===== src/rtl/sr_guard_pkg.sv =====
// Package: shared bit positions and sizes of the status byte.
// Assumes an 8-bit status word with fixed positions decoded by the command engine.
package sr_guard_pkg;
    localparam int SB_W     = 8;
    localparam int POS_PEN  = 7;
    localparam int POS_FLAG = 6;
    localparam int POS_LK1  = 3;
    localparam int POS_LK0  = 2;
    localparam int POS_WEL  = 1;
    localparam int POS_BUSY = 0;
    localparam int LOCK_W   = 2;

    typedef enum logic [LOCK_W-1:0] {
        LOCK_NONE    = 2'b00,
        LOCK_QUARTER = 2'b01,
        LOCK_HALF    = 2'b10,
        LOCK_ALL     = 2'b11
    } lock_e;
endpackage


===== src/rtl/sr_lock_decode.sv =====
// Module: maps the lock field and an array address to a "locked" flag.
// Assumes the protected regions are the top quarter, the top half or the
// whole array, so only the two most significant address bits matter.
module sr_lock_decode
    import sr_guard_pkg::*;
#(
    parameter int ADDR_W = 13
) (
    input  logic [ADDR_W-1:0] addr,
    input  lock_e             lock,
    output logic              locked
);
    localparam int TOP = ADDR_W - 1;

    logic [1:0] hi;
    logic [ADDR_W-3:0] unused_low;
    assign hi = addr[TOP -: 2];
    assign unused_low = addr[ADDR_W-3:0];

    // Region compare per lock setting.
    always_comb begin
        unique case (lock)
            LOCK_NONE:    locked = 1'b0;
            LOCK_QUARTER: locked = (hi == 2'b11);
            LOCK_HALF:    locked = hi[1];
            default:      locked = 1'b1;
        endcase
    end
endmodule


===== src/rtl/sr_grant_table.sv =====
// Module: protection table producing the array and status write grants.
// Assumes locked comes from sr_lock_decode and the pin is active low.
module sr_grant_table (
    input  logic wel,
    input  logic pin_en,
    input  logic wp_pin_n,
    input  logic locked,
    output logic arr_ok,
    output logic sr_ok
);
    // Grants: latch gates both; lock gates the array; pin and enable gate the status.
    always_comb begin
        arr_ok = wel & ~locked;
        sr_ok  = wel & ~(pin_en & ~wp_pin_n);
    end
endmodule


===== src/rtl/sr_state.sv =====
// Module: volatile latch, flag, and preset-loaded protection bits with a
// pending status write that commits on write completion.
// Assumes strobes are single-cycle and sr_ok is evaluated in the strobe cycle.
module sr_state
    import sr_guard_pkg::*;
#(
    parameter logic  PEN_INIT  = 1'b0,
    parameter lock_e LOCK_INIT = LOCK_NONE
) (
    input  logic             clk,
    input  logic             rst_n,
    input  logic             wren_stb,
    input  logic             wrdi_stb,
    input  logic             flag_set_stb,
    input  logic             srw_stb,
    input  logic [SB_W-1:0]  srw_data,
    input  logic             wr_done_stb,
    input  logic             sr_ok,
    output logic             wel,
    output logic             flag,
    output logic             pin_en,
    output lock_e            lock
);
    logic        pend;
    logic        pend_pen;
    logic [1:0]  pend_lock;
    logic        unused_bits;

    assign unused_bits = ^{srw_data[POS_FLAG], srw_data[5:4], srw_data[POS_WEL], srw_data[POS_BUSY]};

    // Enable latch: set by enable, cleared by disable or write completion.
    always_ff @(posedge clk) begin
        if (!rst_n)                      wel <= 1'b0;
        else if (wrdi_stb | wr_done_stb) wel <= 1'b0;
        else if (wren_stb)               wel <= 1'b1;
    end

    // Flag: set by its strobe, cleared by disable.
    always_ff @(posedge clk) begin
        if (!rst_n)            flag <= 1'b0;
        else if (wrdi_stb)     flag <= 1'b0;
        else if (flag_set_stb) flag <= 1'b1;
    end

    // Pending status write: accepted only when granted, kept until completion.
    always_ff @(posedge clk) begin
        if (!rst_n) begin
            pend      <= 1'b0;
            pend_pen  <= 1'b0;
            pend_lock <= 2'b00;
        end else if (wr_done_stb) begin
            pend <= 1'b0;
        end else if (srw_stb && sr_ok && !pend) begin
            pend      <= 1'b1;
            pend_pen  <= srw_data[POS_PEN];
            pend_lock <= srw_data[POS_LK1:POS_LK0];
        end
    end

    // Protection bits: preset at reset, loaded when a pending write completes.
    always_ff @(posedge clk) begin
        if (!rst_n) begin
            pin_en <= PEN_INIT;
            lock   <= LOCK_INIT;
        end else if (wr_done_stb && pend) begin
            pin_en <= pend_pen;
            lock   <= lock_e'(pend_lock);
        end
    end

    assert_wel_cleared_R4: assert property (@(posedge clk) disable iff (!rst_n)
        wr_done_stb |=> !wel);
    assert_wel_set_R2: assert property (@(posedge clk) disable iff (!rst_n)
        (wren_stb && !wrdi_stb && !wr_done_stb) |=> wel);
    assert_flag_clear_R3: assert property (@(posedge clk) disable iff (!rst_n)
        wrdi_stb |=> !flag);
    assert_pending_held_R10: assert property (@(posedge clk) disable iff (!rst_n)
        (pend && !wr_done_stb) |=> pend);
    assert_commit_R10: assert property (@(posedge clk) disable iff (!rst_n)
        (pend && wr_done_stb) |=> (lock == lock_e'($past(pend_lock)) && pin_en == $past(pend_pen)));
    assert_bits_stable_R6: assert property (@(posedge clk) disable iff (!rst_n)
        !(pend && wr_done_stb) |=> ($stable(lock) && $stable(pin_en)));
endmodule


===== src/rtl/sr_guard.sv =====
// Module: top of the status register write-protection unit.
// Assumes a command engine supplies decoded single-cycle strobes, the timer
// busy level and the captured page address of an array write.
module sr_guard
    import sr_guard_pkg::*;
#(
    parameter int    ADDR_W      = 13,
    parameter logic  PIN_EN_INIT = 1'b0,
    parameter lock_e LOCK_INIT   = LOCK_NONE
) (
    input  logic              clk,
    input  logic              rst_n,
    input  logic              wren_stb,
    input  logic              wrdi_stb,
    input  logic              flag_set_stb,
    input  logic              srw_stb,
    input  logic [7:0]        srw_data,
    input  logic              wr_done_stb,
    input  logic              timer_busy,
    input  logic              wp_pin_n,
    input  logic [ADDR_W-1:0] arr_addr,
    output logic [7:0]        status_byte,
    output logic              arr_wr_ok,
    output logic              srw_ok
);
    logic  wel, flag, pin_en, locked;
    lock_e lock;

    sr_state #(.PEN_INIT(PIN_EN_INIT), .LOCK_INIT(LOCK_INIT)) u_state (
        .clk(clk), .rst_n(rst_n), .wren_stb(wren_stb), .wrdi_stb(wrdi_stb),
        .flag_set_stb(flag_set_stb), .srw_stb(srw_stb), .srw_data(srw_data),
        .wr_done_stb(wr_done_stb), .sr_ok(srw_ok), .wel(wel), .flag(flag),
        .pin_en(pin_en), .lock(lock)
    );

    sr_lock_decode #(.ADDR_W(ADDR_W)) u_decode (
        .addr(arr_addr), .lock(lock), .locked(locked)
    );

    sr_grant_table u_table (
        .wel(wel), .pin_en(pin_en), .wp_pin_n(wp_pin_n), .locked(locked),
        .arr_ok(arr_wr_ok), .sr_ok(srw_ok)
    );

    // Readback assembly with the two fixed ones.
    always_comb begin
        status_byte = {pin_en, flag, 2'b11, lock, wel, timer_busy};
    end

    assert_full_lock_R8: assert property (@(posedge clk) disable iff (!rst_n)
        (lock == LOCK_ALL) |-> !arr_wr_ok);
    assert_latch_gates_R7: assert property (@(posedge clk) disable iff (!rst_n)
        !status_byte[POS_WEL] |-> (!arr_wr_ok && !srw_ok));
    assert_pin_blocks_R9: assert property (@(posedge clk) disable iff (!rst_n)
        (status_byte[POS_PEN] && !wp_pin_n) |-> !srw_ok);
endmodule


===== config.mk =====
export PLATFORM = sky130hd
export DESIGN_NAME = sr_guard
export DESIGN_NICKNAME = d
export VERILOG_FILES = /design/src/rtl/sr_guard_pkg.sv /design/src/rtl/sr_lock_decode.sv /design/src/rtl/sr_grant_table.sv /design/src/rtl/sr_state.sv /design/src/rtl/sr_guard.sv
export SDC_FILE = /design/constraint.sdc
export NUM_CORES = 1
export LEC_CHECK = 0
export BUFFER_PORTS_ARGS = -buffer_cell sky130_fd_sc_hd__buf_2
export CORE_AREA = 5 5 42 44
export DETAILED_ROUTE_END_ITERATION = 10
export DIE_AREA = 0 0 47 49
export MAX_ROUTING_LAYER = met4
export PLACE_DENSITY = 0.76
export RECOVER_POWER = 50
export SYNTH_ARGS = -nofsm -noshare
export SYNTH_HDL_FRONTEND = slang
export SYNTH_SLANG_ARGS = --single-unit
export TNS_END_PERCENT = 1

===== constraint.sdc =====
create_clock -name clk -period 1.5 [get_ports clk]
set_input_delay 0.225 -clock clk [delete_from_list [all_inputs] [get_ports clk]]
set_output_delay 0.225 -clock clk [all_outputs]
set_load 0.02 [all_outputs]

==> results of run 1 <==
-- tightest hold or removal path, stage by stage --
cell    delay, ns
buf_2        0.09
nor2_1       0.04
nor2_1       0.08
-- cell type report --
class / count / area share [%]
multi-input combinational: 36 / 37.7
timing repair buffer: 19 / 18.2
sequential: 9 / 35.0
clock buffer: 4 / 5.11
tap: 16 / 3.89
-- cell families after synthesis --
kind of cell,Yosys count
buffers and inverters,8
multiplexers,3
other,1
flip-flops,9
AO/OA/AOI/OAI,6
AND/OR/NAND/NOR,25
-- cells in the mapped netlist, drive strengths merged, types with 2 or more instances --
library cell   n  area [um^2]
nand3          3         15.0
dfxtp          9          180
buf            7         56.3
nor2           4         15.0
nand2         12         45.0
a21boi         3         22.5
nand2b         2         12.5
mux2i          3         30.0
-- per-stage QoR --
step | hold WS [ns] | worst slack [ns] | utilization, % | total power, mW | std cells
global route | 0.207 | 0.179 | 36.7 | 0.501 | 84
detailed placement | 0.450 | 0.467 | 34.9 | 0.297 | 80
finish | 0.204 | 0.225 | 36.7 | 0.476 | 84
global placement | 0.432 | 0.497 | 34.9 | 0.294 | 80
CTS | 0.200 | 0.215 | 36.8 | 0.482 | 84
floorplan | 0.301 | 0.365 | - | 0.284 | 53
-- path summary, 6_finish.rpt --
path / depth (start not counted) / from / endpoint
min: 3 / flag_set_stb / u_state.flag$_SDFFE_PP0P_
max: 3 / u_state.lock[1]$_SDFFE_PN0P_ / arr_wr_ok
max reg2reg: 3 / u_state.pend$_SDFFE_PP0P_ / u_state.pend_lock[1]$_SDFFE_PN0P_
min reg2reg: 2 / u_state.pend_pen$_SDFFE_PN0P_ / u_state.pend_pen$_SDFFE_PN0P_
-- layer usage --
metal / up-vias / track usage [%]
met5: - / -
met4: 0 / 4.15
met3: 0 / 3.32
met2: 22 / 9.50
met1: 158 / 8.87
li1: 193 / -
-- registers in the layout (all words and copies together), names as in the netlist --
register,flops
u_state.pend_pen,1
u_state.flag,1
u_state.lock,2
u_state.pin_en,1
u_state.pend_lock,2
u_state.wel,1
u_state.pend,1
-- power groups by stage --
stage	Sequential, mW	Combinational, mW	Clock (mW)
floorplan	0.249	0.0349	0
CTS	0.244	0.0470	0.191
finish	0.245	0.0465	0.185
global placement	0.250	0.0446	0
detailed placement	0.250	0.0468	0
global route	0.245	0.0498	0.207
==> results.toml, run 1 <==
[hold_path]
hold_path.class = "primary input to flip-flop"

[layout]
finalNetCount = 99
layout_commonest_cell = "buf_2"
ff_latch_area_um2 = 180
syn_to_final_growth_pct = 19.5
multi_input_area_um2 = 194
antenna-diode-count = 0
final_cell_mix = "buf_2, nand2_1, dfxtp_1"
fill_cells = 162
final_area_um2 = 514
drive_above_1_share_pct = 30.9

[logic_synthesis]
synthCells = 52
synthDistinctLibCells = 18
yosysSeqAreaShare_pct = 41.9
synth_top_family_by_area = "simple AND/OR/NAND/NOR gates"
synth_fa_ha_area_share_pct = 0
synth_edf_count = 0
ys_ff_latch = 9
synth_compound_area_share_pct = 9.59
dominantRegCellSynth = "dfxtp_1"
synthSimpleGateAreaFrac_pct = 26.7
synth_area_per_cell_um2 = 8.28
synthMuxAreaShare_pct = 6.98
synth_warnings = 0
synthXorXnorAreaFrac_pct = 0
async_flop_share_pct = 0
netlist_area_um2 = 430

[cts]
cts.sinks = 9
cts_tree = "done"
cts_inserted_buffers = 3
insertion_delay_ns = 0.26
htree_num_levels = 1
cts_setup_buffers = 0
cts_buffer_depth = 2
root_buffer = "clkbuf_4"
cts_resized = 0
hold_buffers = 0
clk_pin_slew_ns = 0.06

[die]
design.core.area_um2 = 1400
die_y_um = 49
fp.dieW_um = 47
die-area_um2 = 2300
num_io_pins = 40
rows = 14
start_util_pct = 30.7

[power_and_ir_drop]
p_int_mw = 0.365
power.share.sequential_pct = 51.4
p_leak_nw = 0.232
p_switching_mw = 0.111
clkPwrFrac_pct = 38.8
peakVddDrop_v = 0.000378
swShare_pct = 23.4
comb_power_share_pct = 9.8
power.density_nw_per_um2 = 925

[route]
wl_met2_um = 419
wl_per_cell_um = 10.9
wirelength_um = 915
initialDrtViolationCount = 11
top_layer = "met3"
via_count = 373
drc = 0
via_per_inst = 4.44
drt_pass1_iterations = 4
met3WireLength_um = 124
wl_met1_um = 370
ant_nets = 0

[critical_path]
worstPathMaxFanout = 4
crit_family = "flip-flops"
endpoint_kind = "output pin"
critPathLaunchType = "flip-flop"
crit_arrival_ns = 1.05
critPathBufInv = 1
path_class = "flip-flop to output pin"
slowest_stage = "dfxtp_1"
path_cells = "a21o_1 -> a21oi_1 -> buf_2"
rrSetupSlack_ns = 0.46
max_stage_delay_ns = 0.33
crit_required_ns = 1.27

[global_routing]
grt_pass1_wl_um = 1130
grt_max_degree = 12
grt_pass1_vias = 277
grt_overflow_total = 0
grt_use_total_pct = 7.24
antenna_found_initial = 0

[timing]
layout_min_cycle_time_ns = 1.28
skew_ns = 0.000523
setup_tns_ns = 0
hold_violations = 0
rsz0062_at_grt = "false"
fmax_mhz = 784
period_share_pct = 85.0
slew_viol_final = 0
setup_violations = 0

[place]
dpl.hpwl_um = 739
io_buffers = 19
placed_area_um2 = 489
globalplace.congestion = 0.632

[flow_run]
maxCapViolations = 0

[status]
status = "finished clean"
Power figures use the tool's default switching activity.
==> run 2, diff against run 1 <==
--- a/config.mk
+++ b/config.mk
@@ -6,13 +6,14 @@
 export NUM_CORES = 1
 export LEC_CHECK = 0
 export BUFFER_PORTS_ARGS = -buffer_cell sky130_fd_sc_hd__buf_2
-export CORE_AREA = 5 5 42 44
+export CORE_MARGIN = 2
+export CORE_UTILIZATION = 31
 export DETAILED_ROUTE_END_ITERATION = 10
-export DIE_AREA = 0 0 47 49
 export MAX_ROUTING_LAYER = met4
 export PLACE_DENSITY = 0.76
 export RECOVER_POWER = 50
 export SYNTH_ARGS = -nofsm -noshare
 export SYNTH_HDL_FRONTEND = slang
+export SYNTH_HIERARCHICAL = 1
 export SYNTH_SLANG_ARGS = --single-unit
 export TNS_END_PERCENT = 1
==> constraint.sdc (replaced) <==
create_clock -name clk -period 1.1 [get_ports clk]
set_input_delay 0.165 -clock clk [delete_from_list [all_inputs] [get_ports clk]]
set_output_delay 0.165 -clock clk [all_outputs]
set_load 0.02 [all_outputs]
==> run 2 against run 1 <==
The flow now finishes with violations (setup timing). Via count up 0.54%. Sequential power up 36%. Critical path type unchanged. Global-route usage is 6.4 points higher. Worst setup slack got worse by 0.28 ns. Synthesized area is 0.29% higher. Total power up 36%. Utilization increased by 5.6 points. Largest power group unchanged. Non-clock buffer count increased by 2.
==> results.toml, run 2 <==
[status]
status = "complete, but fails checks"
failed_checks = "setup timing"

[timing]
slew_viol_final = 0
hold_violations = 0
setup_violations = 2
rsz0062_at_grt = "true"
setup_tns_ns = -0.0645
setup_ws_ns = -0.0577
layout_min_cycle_time_ns = 1.16
skew_ns = 0.00610
period_share_pct = 105
fmax_mhz = 864

[logic_synthesis]
synth_largest_area_cell = "dfxtp_1"
dominantRegCellSynth = "dfxtp_1"
yosys-top-cells-area = "dfxtp_1, buf_4, a21bo_2"
synthDistinctLibCells = 18
netlist_area_um2 = 432
synthCells = 51
yosysSeqAreaShare_pct = 41.7
async_flop_share_pct = 0
synth_top_area_share_pct = 41.7
synth_warnings = 6
yosysMostFrequentCell = "dfxtp_1"
synth_area_per_cell_um2 = 8.46
ys_ff_latch = 9
synth_edf_count = 0
synth_common_cells = "dfxtp_1, nand2_1, buf_4"

[cts]
insertion_delay_ns = 0.26
htree_num_levels = 1
root_buffer = "clkbuf_4"
cts.sinks = 9
cts_setup_buffers = 0
clk_pin_slew_ns = 0.06
hold_buffers = 0
cts_tree = "done"
cts_inserted_buffers = 3
cts_buffer_depth = 2

[global_routing]
met3_usage_pct = 6.38
busiest_layer = "met2"
antenna_found_initial = 0
grt_use_met1_pct = 12.7
grt_pass1_vias = 362
grt_util_met2_pct = 23.0
grt_pass1_wl_um = 1390
grt_overflow_total = 0
grt_use_total_pct = 13.6
grt_max_degree = 9

[die]
die_y_um = 41.3
rows = 13
start_util_pct = 33.2
die-area_um2 = 1710
num_io_pins = 40
design.core.area_um2 = 1300
fp.dieW_um = 41.3

[hold_path]
hold_path.class = "primary input to flip-flop"
whs_path_depth = 2

[layout]
drive_above_1_share_pct = 44.9
final_area_um2 = 551
fin_util_pct = 42.3
top_regs = "u_state/lock x2, u_state/pend_lock x2"
final_cells = 84
finalNetCount = 100
final_cell_mix = "buf_2, nand2_1, dfxtp_1"
layout_commonest_cell = "buf_2"
antenna-diode-count = 0
syn_to_final_growth_pct = 27.5

[route]
initialDrtViolationCount = 2
drt_pass1_iterations = 3
drc = 0
wl_per_cell_um = 9.64
ant_nets = 0
wirelength_um = 810
via_per_inst = 4.46
via_count = 375

[critical_path]
worstPathMaxFanout = 4
critPathLaunchType = "flip-flop"
crit_arrival_ns = 0.99
reg2reg_depth = 3
endpoint_kind = "output pin"
crit_required_ns = 0.94
path_class = "flip-flop to output pin"

[place]
dp.cells = 80
placed_area_um2 = 522
io_buffers = 19
globalplace.congestion = 0.792

[power_and_ir_drop]
peakVddDrop_v = 0.000757
power_mw = 0.645
power.density_nw_per_um2 = 1170
p_leak_nw = 0.259

[flow_run]
maxCapViolations = 0
## run 2: cell count changes after synthesis, moves of 2 or more
| cell | change |
|---|---|
| a21bo_2 | +3 |
| a21boi_1 | -2 |
| a21oi_1 | +3 |
| buf_2 | +2 |
| nand2_1 | -5 |
## run 2: path summary, 6_finish.rpt
path                                                           to                              start  slack, ns
worst max register to register      u_state/pend_pen$_SDFFE_PN0P_           u_state/wel$_SDFFE_PP0P_       0.01
worst min register to register  u_state/pend_lock[1]$_SDFFE_PN0P_  u_state/pend_lock[1]$_SDFFE_PN0P_       0.46
worst max-delay path                                    arr_wr_ok       u_state/lock[0]$_SDFFE_PN0P_      -0.06
worst min-delay path                     u_state/wel$_SDFFE_PP0P_                           wrdi_stb       0.07
## run 2: cells by family after synthesis
logic type             Yosys count  share of synthesized area (%)
buffers and inverters           10                           14.5
AO/OA/AOI/OAI                    9                           14.5
AND/OR/NAND/NOR                 19                           21.5
multiplexers                     3                           6.96
other                            1                          0.869
flip-flops                       9                           41.7
## run 2: repair_timing
action | 4_1_cts | 5_1_grt
endpoints found under the hold margin | 0 | 0
gates resized for setup | 3 | 0
setup endpoints to repair | 2 | 5
pin swaps | 2 | 0
gates cloned | 0 | 0
## run 2: metrics by stage
step | hold slack (ns) | setup slack [ns]
CTS | 0.0619 | -0.0741
global placement | 0.330 | 0.0658
floorplan | 0.236 | -0.0183
global route | 0.0631 | -0.141
detailed placement | 0.330 | 0.0220
finish | 0.0725 | -0.0577
## run 2: final cells by class
| type | instances | area [um^2] |
|---|---|---|
| Clock buffer | 4 | 26.3 |
| Sequential cell | 9 | 183 |
| Timing Repair Buffer | 21 | 111 |
| Fill cell | 139 | 751 |
| Inverter | 2 | 7.51 |
| Multi-Input combinational cell | 33 | 204 |
| Tap cell | 15 | 18.8 |
## run 2: critical path, stage by stage (launching register included)
cell     delay, ns
dfxtp_2       0.33
o21ai_1       0.11
nand2_1       0.06
nor2b_1       0.10
buf_4         0.14
## run 2: per-layer routing
layer,routed length [um],part of all wire [%],vias to the layer above
met5,0,0,-
met4,0,0,0
met3,75,9.3,0
met2,385,48,17
met1,349,43,161
li1,-,-,197
## run 2: report_power, final
part | total, mW | switching (mW) | internal (mW)
Sequential | 0.332 | 0.00193 | 0.330
Clock | 0.245 | 0.106 | 0.139
Combinational | 0.0684 | 0.0388 | 0.0296
==> run 3, diff against run 2 <==
--- a/config.mk
+++ b/config.mk
@@ -6,9 +6,9 @@
 export NUM_CORES = 1
 export LEC_CHECK = 0
 export BUFFER_PORTS_ARGS = -buffer_cell sky130_fd_sc_hd__buf_2
-export CORE_MARGIN = 2
-export CORE_UTILIZATION = 31
+export CORE_AREA = 2 2 39 41
 export DETAILED_ROUTE_END_ITERATION = 10
+export DIE_AREA = 0 0 41 43
 export MAX_ROUTING_LAYER = met4
 export PLACE_DENSITY = 0.76
 export RECOVER_POWER = 50
==> constraint.sdc (replaced) <==
create_clock -name clk -period 1.4 [get_ports clk]
set_input_delay 0.21 -clock clk [delete_from_list [all_inputs] [get_ports clk]]
set_output_delay 0.21 -clock clk [all_outputs]
set_load 0.02 [all_outputs]
==> run 3 against run 2 <==
The flow now finishes without violations. Critical path depth decreased by 2. Cell area decreased by 5.5%. Worst hold slack improved by 0.063 ns. Utilization decreased by 4.7 points. First-iteration DRC count increased to 2.5 times the previous value. Combinational power decreased by 29%. Global-route usage decreased by 3.1 points. Worst setup slack improved by 0.20 ns. Sequential power decreased by 21%. Die area increased by 3.3%. Total power decreased by 22%. Register-to-register slack improved by 0.22 ns. Critical endpoint is now srw_ok. Largest cell class unchanged. Largest power group unchanged.
==> results.toml, run 3 (synthesized netlist as in run 2, its figures left out) <==
[die]
fp.dieW_um = 41
start_util_pct = 31.2
design.core.area_um2 = 1380
num_io_pins = 40
die_y_um = 43
rows = 14
die-area_um2 = 1760

[timing]
layout_min_cycle_time_ns = 1.26
period_share_pct = 90.1
rsz0062_at_grt = "false"
fmax_mhz = 793
setup_tns_ns = 0
hold_violations = 0
skew_ns = 0.00142
setup_violations = 0
slew_viol_final = 0

[layout]
drive_above_1_share_pct = 38.8
layout_commonest_cell = "buf_2"
final_cell_mix = "buf_2, dfxtp_1, nand2_1"
antenna-diode-count = 0
finalNetCount = 98
syn_to_final_growth_pct = 20.6
final_cells = 83
top_regs = "u_state/lock x2, u_state/pend_lock x2"

[critical_path]
crit_required_ns = 1.19
path_class = "flip-flop to output pin"
worstPathMaxFanout = 4
endpoint_kind = "output pin"
critPathLaunchType = "flip-flop"
crit_arrival_ns = 1.05

[cts]
root_buffer = "clkbuf_4"
cts_buffer_depth = 2
cts_resized = 0
cts_setup_buffers = 0
cts.sinks = 9
cts_inserted_buffers = 3
htree_num_levels = 1
clk_pin_slew_ns = 0.06
hold_buffers = 0
insertion_delay_ns = 0.25
cts_tree = "done"

[route]
via_per_inst = 4.48
drc = 0
wl_per_cell_um = 9.54
via_count = 372
ant_nets = 0
initialDrtViolationCount = 5
wirelength_um = 792
drt_pass1_iterations = 4

[hold_path]
hold_path.class = "primary input to flip-flop"

[global_routing]
grt_max_degree = 9
antenna_found_initial = 0
grt_use_total_pct = 10.5
grt_overflow_total = 0
grt_pass1_vias = 322
grt_pass1_wl_um = 1200

[place]
dpl.hpwl_um = 592
globalplace.congestion = 0.663
dp.cells = 79
io_buffers = 19

[power_and_ir_drop]
peakVddDrop_v = 0.000372
power.density_nw_per_um2 = 965
p_leak_nw = 0.246

[status]
status = "finished clean"

[flow_run]
maxCapViolations = 0
[run 3: cell types whose count changed in the layout (fill, tap and decap cells not counted), sizes merged]
cell  previous run  this run
buf             20        18
[run 3: worst paths after layout]
path | end | depth (start not counted) | from | slack (ns)
max | srw_ok | 2 | u_state/wel$_SDFFE_PP0P_ | 0.14
min | u_state/wel$_SDFFE_PP0P_ | 2 | wrdi_stb | 0.14
max reg2reg | u_state/pend_lock[1]$_SDFFE_PN0P_ | 3 | u_state/wel$_SDFFE_PP0P_ | 0.23
min reg2reg | u_state/pend_lock[1]$_SDFFE_PN0P_ | 2 | u_state/pend_lock[1]$_SDFFE_PN0P_ | 0.47
[run 3: routing by layer]
metal  up-vias  GRT usage [%]  wire (um)
met5         -              -          0
met1       161           12.0        346
met4         0           10.7          0
met3         0           1.57         69
met2        16           14.4        376
li1        195              -          -
[run 3: per-stage QoR]
stage	setup WS (ns)	power [mW]	hold WS [ns]	area, um^2	utilization [%]
after floorplan	0.0338	0.303	0.289	435	-
after global placement	0.249	0.315	0.395	495	35.8
after detailed placement	0.233	0.316	0.400	495	35.8
after CTS	0.124	0.512	0.127	522	37.7
after global routing	0.0581	0.531	0.134	520	37.6
final	0.139	0.502	0.136	520	37.6
[run 3: worst max-delay path, cell delays in order (launching register included)]
cell and delay [ns]:
dfxtp_1 0.35, a21boi_1 0.24, buf_2 0.21
[run 3: cell type report]
| class | count | area [um^2] |
|---|---|---|
| fillers | 153 | 863 |
| multi-input cells | 33 | 193 |
| flip-flops and latches | 9 | 180 |
| repair buffers | 19 | 93.8 |
| clock buffers | 4 | 26.3 |
| well taps | 16 | 20.0 |
| inverters | 2 | 7.51 |
[run 3: where the power goes]
group | internal [mW] | switching, mW
Sequential | 0.259 | 0.00216
Clock | 0.109 | 0.0826
Combinational | 0.0199 | 0.0287
Total | 0.389 | 0.113
